==> config.mk <==
export PLATFORM = sky130hd
export DESIGN_NAME = shift_add_mul
export DESIGN_NICKNAME = d
export VERILOG_FILES = /design/src/rtl/shmul_pkg.sv /design/src/rtl/shmul_ctrl.sv /design/src/rtl/shmul_dp.sv /design/src/rtl/shift_add_mul.sv
export SDC_FILE = /design/constraint.sdc
export NUM_CORES = 1
export LEC_CHECK = 0
export BUFFER_PORTS_ARGS = -buffer_cell sky130_fd_sc_hd__buf_2
export CAP_MARGIN = 20
export CORE_UTILIZATION = 42
export CTS_CLUSTER_DIAMETER = 120
export DETAILED_ROUTE_END_ITERATION = 7
export SETUP_SLACK_MARGIN = 0.3
export SYNTH_ARGS = -nofsm -noshare
export SYNTH_HDL_FRONTEND = slang
export SYNTH_HIERARCHICAL = 1
export SYNTH_SLANG_ARGS = --single-unit
==> constraint.sdc <==
create_clock -name clk -period 2.2 [get_ports clk]
set_input_delay 0.22 -clock clk [delete_from_list [all_inputs] [get_ports clk]]
set_output_delay 0.22 -clock clk [all_outputs]
set_load 0.02 [all_outputs]
==> src/rtl/shmul_pkg.sv <==
package shmul_pkg;

  typedef enum logic [1:0] {
    ST_IDLE = 2'd0,
    ST_RUN  = 2'd1,
    ST_DONE = 2'd2
  } mul_state_t;

endpackage

==> src/rtl/shmul_ctrl.sv <==
module shmul_ctrl
  import shmul_pkg::*;
#(
  parameter int WIDTH = 4
) (
  input  logic clk,
  input  logic rst,
  input  logic start_i,
  output logic load_o,
  output logic step_o,
  output logic done_o,
  output logic busy_o
);

  localparam int CW = $clog2(WIDTH + 1);

  mul_state_t    st_q;
  logic [CW-1:0] cnt_q;
  logic          last_step;

  assign load_o    = start_i && (st_q == ST_IDLE);
  assign step_o    = (st_q == ST_RUN);
  assign last_step = step_o && (cnt_q == CW'(1));
  assign done_o    = (st_q == ST_DONE);
  assign busy_o    = (st_q != ST_IDLE);

  always_ff @(posedge clk) begin
    if (rst) begin
      st_q  <= ST_IDLE;
      cnt_q <= '0;
    end else begin
      case (st_q)
        ST_IDLE: if (load_o) begin
          st_q  <= ST_RUN;
          cnt_q <= CW'(WIDTH);
        end
        ST_RUN: begin
          cnt_q <= cnt_q - CW'(1);
          if (last_step) st_q <= ST_DONE;
        end
        ST_DONE: st_q <= ST_IDLE;
        default: st_q <= ST_IDLE;
      endcase
    end
  end


  done_pulse_chk: assert property (@(posedge clk) disable iff (rst)
    done_o |=> !done_o);


  done_count_chk: assert property (@(posedge clk) disable iff (rst)
    done_o |-> (cnt_q == '0));


  run_no_reload_chk: assert property (@(posedge clk) disable iff (rst)
    (step_o && !last_step) |=> (step_o && cnt_q == $past(cnt_q) - CW'(1)));


  done_to_idle_chk: assert property (@(posedge clk) disable iff (rst)
    done_o |=> !busy_o);

endmodule

==> src/rtl/shmul_dp.sv <==
module shmul_dp #(
  parameter int WIDTH = 4
) (
  input  logic               clk,
  input  logic               rst,
  input  logic               load_i,
  input  logic               step_i,
  input  logic [WIDTH-1:0]   mcand_i,
  input  logic [WIDTH-1:0]   mplier_i,
  output logic [2*WIDTH-1:0] prod_o
);

  localparam int PW = 2 * WIDTH;

  logic [PW-1:0]    acc_q;
  logic [PW-1:0]    mcd_q;
  logic [WIDTH-1:0] mpl_q;
  logic             add_en;

  function automatic logic [PW-1:0] cond_add(input logic [PW-1:0] acc,
                                             input logic [PW-1:0] addend,
                                             input logic          take);
    return take ? acc + addend : acc;
  endfunction

  function automatic logic [PW-1:0] widen(input logic [WIDTH-1:0] v);
    return {{WIDTH{1'b0}}, v};
  endfunction

  assign add_en = step_i && mpl_q[0];
  assign prod_o = acc_q;

  always_ff @(posedge clk) begin
    if (rst) begin
      acc_q <= '0;
      mcd_q <= '0;
      mpl_q <= '0;
    end else if (load_i) begin
      acc_q <= '0;
      mcd_q <= widen(mcand_i);
      mpl_q <= mplier_i;
    end else if (step_i) begin
      acc_q <= cond_add(acc_q, mcd_q, add_en);
      mcd_q <= mcd_q << 1;
      mpl_q <= mpl_q >> 1;
    end
  end


  skip_add_chk: assert property (@(posedge clk) disable iff (rst)
    (step_i && !mpl_q[0]) |=> $stable(acc_q));


  mcd_shift_chk: assert property (@(posedge clk) disable iff (rst)
    step_i |=> (mcd_q == ($past(mcd_q) << 1)));


  prod_hold_chk: assert property (@(posedge clk) disable iff (rst)
    (!step_i && !load_i) |=> $stable(acc_q));


  clear_on_load_chk: assert property (@(posedge clk) disable iff (rst)
    load_i |=> (acc_q == '0));

endmodule

==> src/rtl/shift_add_mul.sv <==
module shift_add_mul #(
  parameter int WIDTH = 4
) (
  input  logic               clk,
  input  logic               rst,
  input  logic               start_i,
  input  logic [WIDTH-1:0]   mcand_i,
  input  logic [WIDTH-1:0]   mplier_i,
  output logic               done_o,
  output logic               busy_o,
  output logic [2*WIDTH-1:0] prod_o
);

  logic load_w;
  logic step_w;

  shmul_ctrl #(.WIDTH(WIDTH)) u_ctrl (
    .clk     (clk),
    .rst     (rst),
    .start_i (start_i),
    .load_o  (load_w),
    .step_o  (step_w),
    .done_o  (done_o),
    .busy_o  (busy_o)
  );

  shmul_dp #(.WIDTH(WIDTH)) u_dp (
    .clk      (clk),
    .rst      (rst),
    .load_i   (load_w),
    .step_i   (step_w),
    .mcand_i  (mcand_i),
    .mplier_i (mplier_i),
    .prod_o   (prod_o)
  );


  busy_no_load_chk: assert property (@(posedge clk) disable iff (rst)
    (busy_o && !done_o) |=> busy_o);

endmodule

==> impl_metrics.csv, run 1 <==
group,metric,value,unit
final_layout,drive_gt1_frac,0.231,
timing,hold_viol,0,
routing,vias,1189,
cts,htree_levels,1,
synth,synthTopCellsByCount,"dfxtp_1 (25), nor2_1 (24), a21oi_1 (14)",
routing,drt-total-wl,2790,um
timing,fin_crit,1.86,ns
worst_setup_path,path_cells,"ha_4 > inv_1 > fa_1 > nor2b_2 > o21a_1 > o21bai_1 > a2111o_1 > nand3_1",
timing,setup_ws,0.345,ns
power,internal-power,0.000596,W
global_routing,track_usage,0.165,
synth,synth-seq-cells,25,
global_routing,grt_pass1_wl,4440,um
die,placementRows,20,
die,core_area,3100,um2
synth,synthFlopType,"dfxtp_1",
synth,synth.avg_cell_area,8.72,um2
synth,synth.most_common_cell,"dfxtp_1",
placement,gp_congestion,0.864,
die,die_h,59.6,um
worst_setup_path,startpoint_type,"flip-flop",
final_layout,final-seq-area,503,um2
placement,place_area,1530,um2
cts,clock_sinks,25,
power,power_density,521,nW/um2
synth,synth.distinct_cells,43,
die,pin_count,21,
timing,setup_viol,0,
job,maxCapViolCount,0,
timing,holdWs,0.105,ns
global_routing,antenna_found_initial,0,
placement,pre_cts_ws,0.308,ns
worst_setup_path,slowest_stage,"dfxtp_2",
final_layout,antenna_cells,0,
timing,slew_violations,0,
timing,worst_pin_slew,0.372,ns
cts,clk_path_buf_depth,2,
routing,ant_nets,0,
status,outcome,"finished, final reports clean",
global_routing,grt-ovfl-total,0,
timing,max_slew_margin,0.751,
worst_setup_path,max_stage_delay,0.39,ns
worst_setup_path,path_max_fanout,3,
final_layout,fin_util,0.515,
final_layout,nets,204,
power,peakVddDrop,0.328,mV
cts,cts_tree,"done",
global_routing,grt_pass1_vias,1044,
synth,yosys_warnings,6,
cts,cts_buffers,3,
final_layout,area_growth,14.5,%
die,die_w,59.6,um
final_layout,stdcell_area,1600,um2
synth,syn_inst,160,
cts,cts.clk_slew.worst_paths,0.15,ns
timing,post-route-period-util,0.843,
worst_setup_path,critPathKind,"reg -> reg",
die,start_util,0.450,
cts,clkLatencyLatePin,0.34,ns
die,die_area,3560,um2
worst_setup_path,critPathTopFamily,"compound AO/OA/AOI/OAI gates",
power,power_frac_comb,0.153,
timing,max_clock_freq,539,MHz
synth,synth_fp_nets,181,
worst_hold_path,hold_class,"in -> reg",
final_layout,multi_input_area,827,um2
worst_setup_path,path_buf_inv,1,
power,power_frac_clock,0.263,
power,seq_power_share,0.584,
routing,drt_iter0_markers,25,
synth,synth_area,1400,um2
timing,rsz0062_at_grt,"yes",
routing,wl_per_cell,12.3,um
timing,fin_tns_setup,0,ns
synth,yosysSeqAreaShare,0.359,
power,p_sw_frac,0.284,
synth,synth_top_area_frac,0.359,
worst_setup_path,crit_required,2.49,ns
placement,dp_hpwl,2060,um
worst_setup_path,crit_path_end_kind,"flip-flop",
routing,avgViaCountPerCell,5.26,
placement,numPortBuffers,20,
synth,synth_edf_count,0,
synth,synth.area.top_cells,"dfxtp_1 (36%), mux2i_1 (8.6%), ha_1 (8.1%)",
synth,synth_top_cell_by_area,"dfxtp_1",
power,leakagePower,0.676,nW
timing,clock_skew,0.0117,ns
synth,postSynth.asyncResetShare,0,
global_routing,grt_start_max_net_pins,16,
final_layout,fillers,310,
routing,drc,0,
power,p_sw,0.000237,W
worst_setup_path,arrival,2.15,ns
cts,cts_root_buffer,"clkbuf_4",
routing,first_pass_iters,3,
## sequential cells by signal, summed over array words and instances, names as in the netlist
signal,cells
u_ctrl/cnt_q,3
u_dp/mpl_q,4
u_dp/prod_o,8
u_dp/mcd_q,8
u_ctrl/st_q,2
## layout make-up
| cell class | count | area share |
|---|---|---|
| sequential | 25 | 0.315 |
| timing repair buffer | 26 | 0.0908 |
| tap | 44 | 0.0345 |
| inverter | 10 | 0.0235 |
| multi-input combinational | 117 | 0.518 |
| clock inverter | 1 | 0.00470 |
| clock buffer | 3 | 0.0141 |
## power by group through the flow
| stage | logic, W | registers (W) | clock network (W) |
|---|---|---|---|
| 2_1_floorplan | 0.0000971 | 0.000493 | 0 |
| 3_3_place_gp | 0.000123 | 0.000495 | 0 |
| 3_5_place_dp | 0.000127 | 0.000496 | 0 |
| 4_1_cts | 0.000127 | 0.000486 | 0.000229 |
| 5_1_grt | 0.000142 | 0.000489 | 0.000244 |
| 6_report | 0.000127 | 0.000486 | 0.000219 |
## worst reg2reg max path: stages, from the launching register on
cell and delay, ns:
dfxtp_2 0.39, ha_4 0.16, inv_1 0.05, fa_1 0.39
nor2b_2 0.14, o21a_1 0.16, o21bai_1 0.09, a2111o_1 0.36
nand3_1 0.08
## what timing repair did
action,4_1_cts,5_1_grt
hold buffers,0,0
endpoints found under the setup margin,1,2
pin swaps,0,0
gates resized for setup,1,5
setup buffers,0,2
## cell families (layout without fill, tap and decap cells)
family          count (synthesis)  in the layout  share of synthesized area
fa+ha+maj                      10             10                     0.0951
mux                            12             12                     0.0861
flops                          25             25                      0.359
simple gates                   61             61                      0.231
compound gates                 34             34                      0.167
buf+inv                        18             40                     0.0628
## per-layer routing
layer  routed length (um)  global-route usage  part of all wire  up-vias
met5                    0                   0                 0        -
li1                     -                   -                 -      613
met4                   45              0.0698             0.016        0
met3                   56              0.0197             0.020        4
met1                 1280               0.195              0.46      555
met2                 1410               0.297              0.51       17
## final timing paths
check / cells after the start / from / endpoint / slack [ns]
setup / recovery: 8 / u_dp/prod_o[0] / u_dp/prod_o[6] / 0.34
hold / removal: 3 / mplier_i[1] / u_dp/mpl_q[1] / 0.11
setup reg to reg: 8 / u_dp/prod_o[0] / u_dp/prod_o[6] / 0.34
hold reg to reg: 1 / u_ctrl/cnt_q[2] / u_ctrl/st_q[1] / 0.50
## cell usage in the layout, fill, tap and decap left out, types with 3 or more instances in the layout
master | netlist | routed
nor2_1 | 24 | 24
dfxtp_1 | 25 | 23
buf_2 | 4 | 20
a21oi_1 | 14 | 14
mux2i_1 | 12 | 12
inv_1 | 10 | 9
ha_1 | 9 | 8
nand2_1 | 7 | 7
buf_4 | 0 | 6
nand3_1 | 4 | 4
nor3_1 | 4 | 4
clkbuf_4 | 0 | 3
nor2b_1 | 4 | 3
nor4_1 | 3 | 3
## stage by stage
step,power (W),cells
after floorplan,0.000590,160
after global placement,0.000618,220
after detailed placement,0.000623,220
after CTS,0.000843,224
after global routing,0.000875,226
final,0.000833,226
No activity file was read; power rests on OpenSTA's default activity.
==> run 2: changes to the inputs <==
ABC_AREA = 1   (was default)
clock period = 1.6 ns   (was 2.2 ns; I/O delays follow)
==> run 2 against run 1 <==
Against the previous run:
- flip-flop and latch count is the same
- register-to-register slack lost 0.29 ns
- final cell count grew 25%
- non-clock buffer count up 14
- first-iteration DRC count is 12% higher
- area after synthesis grew 2.6%
- clock power grew 34%
- critical endpoint unchanged
- largest cell class unchanged
==> impl_metrics.csv, run 2 <==
group,metric,value,unit
synth,synth_top_cell_by_area,"dfxtp_1",
final_layout,final_cell_mix,"nand2_1 (45), inv_1 (24), buf_2 (18)",
final_layout,drive_gt1_frac,0.444,
worst_setup_path,critPathKind,"reg -> reg",
global_routing,grt-ovfl-total,0,
die,core_area,3150,um2
global_routing,antenna_found_initial,0,
die,die_w,60.4,um
cts,cts_tree,"done",
timing,slew_violations,0,
power,leakagePower,0.911,nW
timing,post-route-period-util,0.967,
worst_setup_path,path_max_fanout,3,
synth,synth_area,1430,um2
final_layout,nets,261,
worst_setup_path,arrival,1.78,ns
cts,cts_buffers,3,
synth,yosysSeqAreaShare,0.350,
cts,htree_levels,1,
worst_setup_path,startpoint_type,"flip-flop",
timing,fin_tns_setup,0,ns
worst_setup_path,worstReg2RegEnd,"u_dp/prod_o[6]",
worst_hold_path,min_from,"mcand_i[0]",
routing,vias,1357,
synth,synth.avg_cell_area,7.23,um2
synth,yosys_warnings,6,
placement,dp_hpwl,2320,um
placement,place_area,1630,um2
die,die_area,3650,um2
cts,cts.clk_slew.worst_paths,0.14,ns
power,power_density,666,nW/um2
synth,synth.area.top_cells,"dfxtp_1 (35%), nand2_1 (14%), ha_1 (7.9%)",
die,start_util,0.454,
worst_hold_path,min_to,"u_dp/mcd_q[0]",
final_layout,area_growth,38.1,%
synth,synth_top_area_frac,0.350,
synth,synth_edf_count,0,
final_layout,final-seq-area,526,um2
worst_setup_path,path_cells,"ha_4 > inv_2 > fa_2 > inv_2 > nand2_2 > nand2_2 > nand3b_1 > nand3_1 > nand2_1 > nor2_2 > nor2_2",
global_routing,grt_pass1_wl,5320,um
cts,clkLatencyLatePin,0.32,ns
final_layout,antenna_cells,0,
synth,synthTopCellsByCount,"nand2_1 (53), inv_1 (29), dfxtp_1 (25)",
synth,synth-seq-cells,25,
final_layout,stdcell_area,1980,um2
routing,ant_nets,0,
synth,synth.most_common_cell,"nand2_1",
synth,syn_inst,198,
routing,first_pass_iters,4,
synth,synthFlopType,"dfxtp_1",
cts,cts_root_buffer,"clkbuf_4",
global_routing,grt_start_max_net_pins,16,
global_routing,track_usage,0.198,
synth,synth.distinct_cells,31,
timing,setup_viol,0,
final_layout,fin_cells,283,
synth,postSynth.asyncResetShare,0,
synth,synth_fp_nets,219,
timing,max_slew_margin,0.805,
final_layout,final_common_cell,"nand2_1",
final_layout,fillers,309,
placement,numPortBuffers,20,
timing,holdWs,0.0840,ns
cts,cts_hold_buf,0,
final_layout,multi_input_area,928,um2
cts,clk_path_buf_depth,2,
timing,rsz0062_at_grt,"yes",
cts,clock_sinks,25,
worst_setup_path,max_stage_delay,0.38,ns
worst_setup_path,crit_path_end_kind,"flip-flop",
die,pin_count,21,
worst_hold_path,hold_depth,3,
worst_setup_path,crit_required,1.83,ns
worst_setup_path,r2r_slack,0.05,ns
die,placementRows,20,
global_routing,grt_pass1_vias,1275,
routing,wl_per_cell,11.8,um
worst_hold_path,hold_class,"in -> reg",
timing,max_clock_freq,646,MHz
placement,place_inst,261,
routing,drt-total-wl,3350,um
job,maxCapViolCount,0,
worst_setup_path,reg2reg_from,"u_dp/prod_o[0]",
worst_setup_path,r2r_cells,11,
status,outcome,"finished, final reports clean",
timing,worst_pin_slew,0.293,ns
placement,gp_congestion,0.771,
timing,hold_viol,0,
routing,drt_iter0_markers,28,
timing,clock_skew,0.00695,ns
timing,fin_crit,1.55,ns
power,peakVddDrop,0.451,mV
routing,avgViaCountPerCell,4.80,
worst_setup_path,slowest_stage,"dfxtp_4",
final_layout,fin_util,0.627,
routing,drc,0,
die,die_h,60.4,um
[run 2: changes by cell type after synthesis, sizes merged, moves of 7 or more]
cell / before / now
inv: 10 / 34
mux2i: 12 / 0
nand2: 7 / 56
nand3: 4 / 11
nor2: 24 / 17
o21ai: 3 / 11
[run 2: repair_timing]
item	4_1_cts	5_1_grt
endpoints found under the hold margin	0	0
setup endpoints to repair	20	18
resized for setup	18	34
cloned	0	0
pin swaps	8	19
buffers inserted	13	5
[run 2: worst max-delay path by stage]
stage,startpoint,to,slack [ns],cells past startpoint
finish,u_dp/prod_o[0],u_dp/prod_o[6],0.05,11
global route,u_dp/prod_o[0],u_dp/prod_o[6],-0.04,11
global placement,u_dp/mcd_q[0],u_dp/prod_o[6],0.04,11
CTS,u_dp/prod_o[0],u_dp/prod_o[6],0.05,10
floorplan,u_dp/prod_o[0],u_dp/prod_o[6],0.08,11
detailed placement,u_dp/mcd_q[0],u_dp/prod_o[6],-0.03,11
[run 2: critical path, delay by kind of cell (launching register included)]
family / cells / cell delay, ns
buffers and inverters: 2 / 0.10
DFF: 1 / 0.38
adders and majority gates: 2 / 0.48
and+or+nand+nor: 7 / 0.51
[run 2: stage by stage]
step	setup slack (ns)	total power (W)
floorplan	0.0837	0.000864
global placement	0.0409	0.000917
detailed placement	-0.0317	0.000927
CTS	0.0536	0.00128
global route	-0.0445	0.00140
finish	0.0529	0.00132
[run 2: power breakdown]
| part | switching [W] | internal, W |
|---|---|---|
| combinational | 0.000183 | 0.000159 |
| sequential | 0.0000294 | 0.000652 |
| clock | 0.000195 | 0.0000976 |
| total | 0.000408 | 0.000909 |
[run 2: cells by family after synthesis]
kind of cell,after synthesis,share of synthesized area
AO/OA/AOI/OAI,31,0.128
XOR/XNOR,2,0.0122
adder cells (fa/ha/maj),10,0.0927
buffers and inverters,39,0.117
flip-flops,25,0.350
AND/OR/NAND/NOR,91,0.301
[run 2: metal layers]
metal  GRT usage  wire length, um  up-vias
met3      0.0256               69        2
li1            -                -      706
met2       0.372             1790       16
met5           0                0        -
met4      0.0698               19        0
met1       0.228             1470      633
[run 2: layout make-up]
type / count / share of cell area
clock buffers: 4 / 0.0133
inverters: 36 / 0.0766
multi-input cells: 134 / 0.470
flip-flops and latches: 25 / 0.266
well taps: 44 / 0.0278
repair buffers: 40 / 0.147
==> run 3: changes to the inputs <==
ABC_AREA = default   (was 1)
==> run 3 against run 2 <==
Against the previous run:
- the flow now finishes with violations (setup timing)
- routed wire length increased by 12%
- die area decreased by 2.5%
- worst hold slack got worse by 0.0099 ns
- non-clock buffer count increased by 14
- sequential power decreased by 1%
- core utilization increased by 8.3 points
- critical path depth decreased by 2
- combinational power about the same
- worst setup slack got worse by 0.25 ns
- global-route usage increased by 0.54 points
- critical endpoint is now u_dp/prod_o[4]
- total power decreased by 1.2%
- clock skew decreased by 0.0052 ns
- highest routed layer unchanged
- largest power group unchanged
==> impl_metrics.csv, run 3 (synthesis results as in run 1) <==
group,metric,value,unit
status,outcome,"finished with violations",
status,violations,"setup timing",
placement,dp_hpwl,2270,um
worst_setup_path,startpoint_type,"flip-flop",
timing,hold_viol,0,
worst_setup_path,path_cells,"ha_4 > inv_2 > fa_2 > nor2b_4 > o21a_1 > buf_6 > nor3_4 > o31ai_2 > and2_1",
final_layout,area_growth,57.9,%
worst_setup_path,r2r_cells,9,
timing,max_slew_margin,0.762,
worst_setup_path,slowest_stage,"dfxtp_2",
final_layout,antenna_cells,0,
global_routing,gr-usage-met1,0.251,
die,core_area,3100,um2
global_routing,use_met3,0.0197,
power,peakVddDrop,0.448,mV
cts,cts.clk_slew.worst_paths,0.14,ns
routing,avgViaCountPerCell,5.21,
final_layout,final_cell_mix,"buf_4 (25), buf_2 (19), dfxtp_1 (16)",
job,maxCapViolCount,0,
routing,wl_per_cell,14.8,um
timing,worst_pin_slew,0.356,ns
die,die_h,59.6,um
die,placementRows,20,
placement,place_inst,241,
routing,ant_nets,0,
timing,holdWs,0.0741,ns
timing,post-route-period-util,1.13,
worst_setup_path,critPathTopFamily,"adder cells",
cts,clk_path_buf_depth,2,
final_layout,fin_util,0.710,
cts,cts_buffers,3,
worst_setup_path,arrival,2.07,ns
timing,slew_violations,0,
global_routing,met2_usage,0.377,
global_routing,grt_pass1_vias,1248,
final_layout,final_common_cell,"buf_4",
worst_setup_path,reg2reg_from,"u_dp/mcd_q[0]",
global_routing,grt_pass1_wl,5420,um
timing,rsz0062_at_grt,"yes",
cts,cts_hold_buf,0,
routing,drc,0,
timing,setup_viol,4,
timing,clock_skew,0.00178,ns
placement,gp_congestion,0.825,
routing,drt_iter0_markers,56,
worst_hold_path,min_to,"u_dp/mpl_q[2]",
worst_setup_path,worstReg2RegEnd,"u_dp/prod_o[4]",
global_routing,grt-ovfl-total,0,
worst_hold_path,hold_class,"in -> reg",
placement,pre_cts_ws,-0.210,ns
worst_setup_path,crit_path_end_kind,"flip-flop",
cts,cts_root_buffer,"clkbuf_4",
worst_setup_path,crit_start,"u_dp/mcd_q[0]",
global_routing,grt_start_max_net_pins,17,
worst_hold_path,min_from,"mplier_i[2]",
final_layout,fin_cells,254,
placement,numPortBuffers,20,
global_routing,antenna_found_initial,0,
die,pin_count,21,
cts,cts_tree,"done",
timing,max_clock_freq,555,MHz
worst_setup_path,max_stage_delay,0.38,ns
cts,clkLatencyLatePin,0.31,ns
timing,fin_crit,1.80,ns
global_routing,grt.busiest_layer,"met2",
power,leakagePower,0.890,nW
routing,first_pass_iters,4,
routing,drt-total-wl,3750,um
worst_setup_path,path_max_fanout,2,
power,power_density,591,nW/um2
worst_setup_path,crit_required,1.87,ns
cts,clock_sinks,25,
die,die_area,3560,um2
routing,vias,1323,
final_layout,fillers,258,
worst_setup_path,r2r_slack,-0.20,ns
cts,htree_levels,1,
worst_setup_path,critPathKind,"reg -> reg",
timing,setup_ws,-0.201,ns
die,die_w,59.6,um
worst_setup_path,path_buf_inv,2,
worst_hold_path,hold_depth,3,
die,start_util,0.450,
global_routing,track_usage,0.204,
final_layout,nets,232,
final_layout,drive_gt1_frac,0.557,
worst_setup_path,worstSetupPathDepth,9,
==> run 3: layer usage <==
metal / up-vias / routed length, um
met1: 631 / 1570
met2: 23 / 2090
met5: - / 0
li1: 667 / -
met4: 0 / 19
met3: 2 / 71
==> run 3: power breakdown <==
group,leakage (nW),internal [W],switching (W)
Combinational,0.666,0.000180,0.000165
Sequential,0.209,0.000645,0.0000285
Clock,0.0150,0.0000972,0.000185
Total,0.890,0.000922,0.000379
==> run 3: area by class of cell <==
cell class                      count  area (um2)  area share
Multi-Input combinational cell    117        1110       0.504
Sequential cell                    25         519       0.236
Timing Repair Buffer               54         449       0.204
Tap cell                           44        55.1      0.0250
Inverter                           10        42.5      0.0193
Clock buffer                        4        26.3      0.0119
==> run 3: worst max path at each step <==
| stage | end | slack [ns] |
|---|---|---|
| 2_1_floorplan | u_dp/prod_o[6] | -0.13 |
| 3_3_place_gp | u_dp/prod_o[6] | -0.15 |
| 3_5_place_dp | u_dp/prod_o[6] | -0.21 |
| 4_1_cts | u_dp/prod_o[6] | -0.14 |
| 5_1_grt | u_dp/prod_o[4] | -0.30 |
| 6_report | u_dp/prod_o[4] | -0.20 |
==> run 3: what timing repair did <==
item	CTS	global route
buffers inserted	2	5
endpoints found under the setup margin	20	21
gates resized for setup	25	56
pin swaps	10	13
gates cloned	0	2
==> run 3: worst reg2reg max path, stage by stage, from the launching register on <==
cell and delay, ns:
dfxtp_2 0.38, ha_4 0.14, inv_2 0.04, fa_2 0.37, nor2b_4 0.13, o21a_1 0.17
buf_6 0.12, nor3_4 0.03, o31ai_2 0.24, and2_1 0.14
==> run 3: through the flow <==
stage / area, um2 / TNS, ns / power (W)
after global placement: 1720 / -0.356 / 0.000876
after floorplan: 1460 / -0.153 / 0.000827
after global routing: 2200 / -0.887 / 0.00137
after detailed placement: 1720 / -0.522 / 0.000884
final: 2200 / -0.517 / 0.00130
after CTS: 1870 / -0.276 / 0.00120
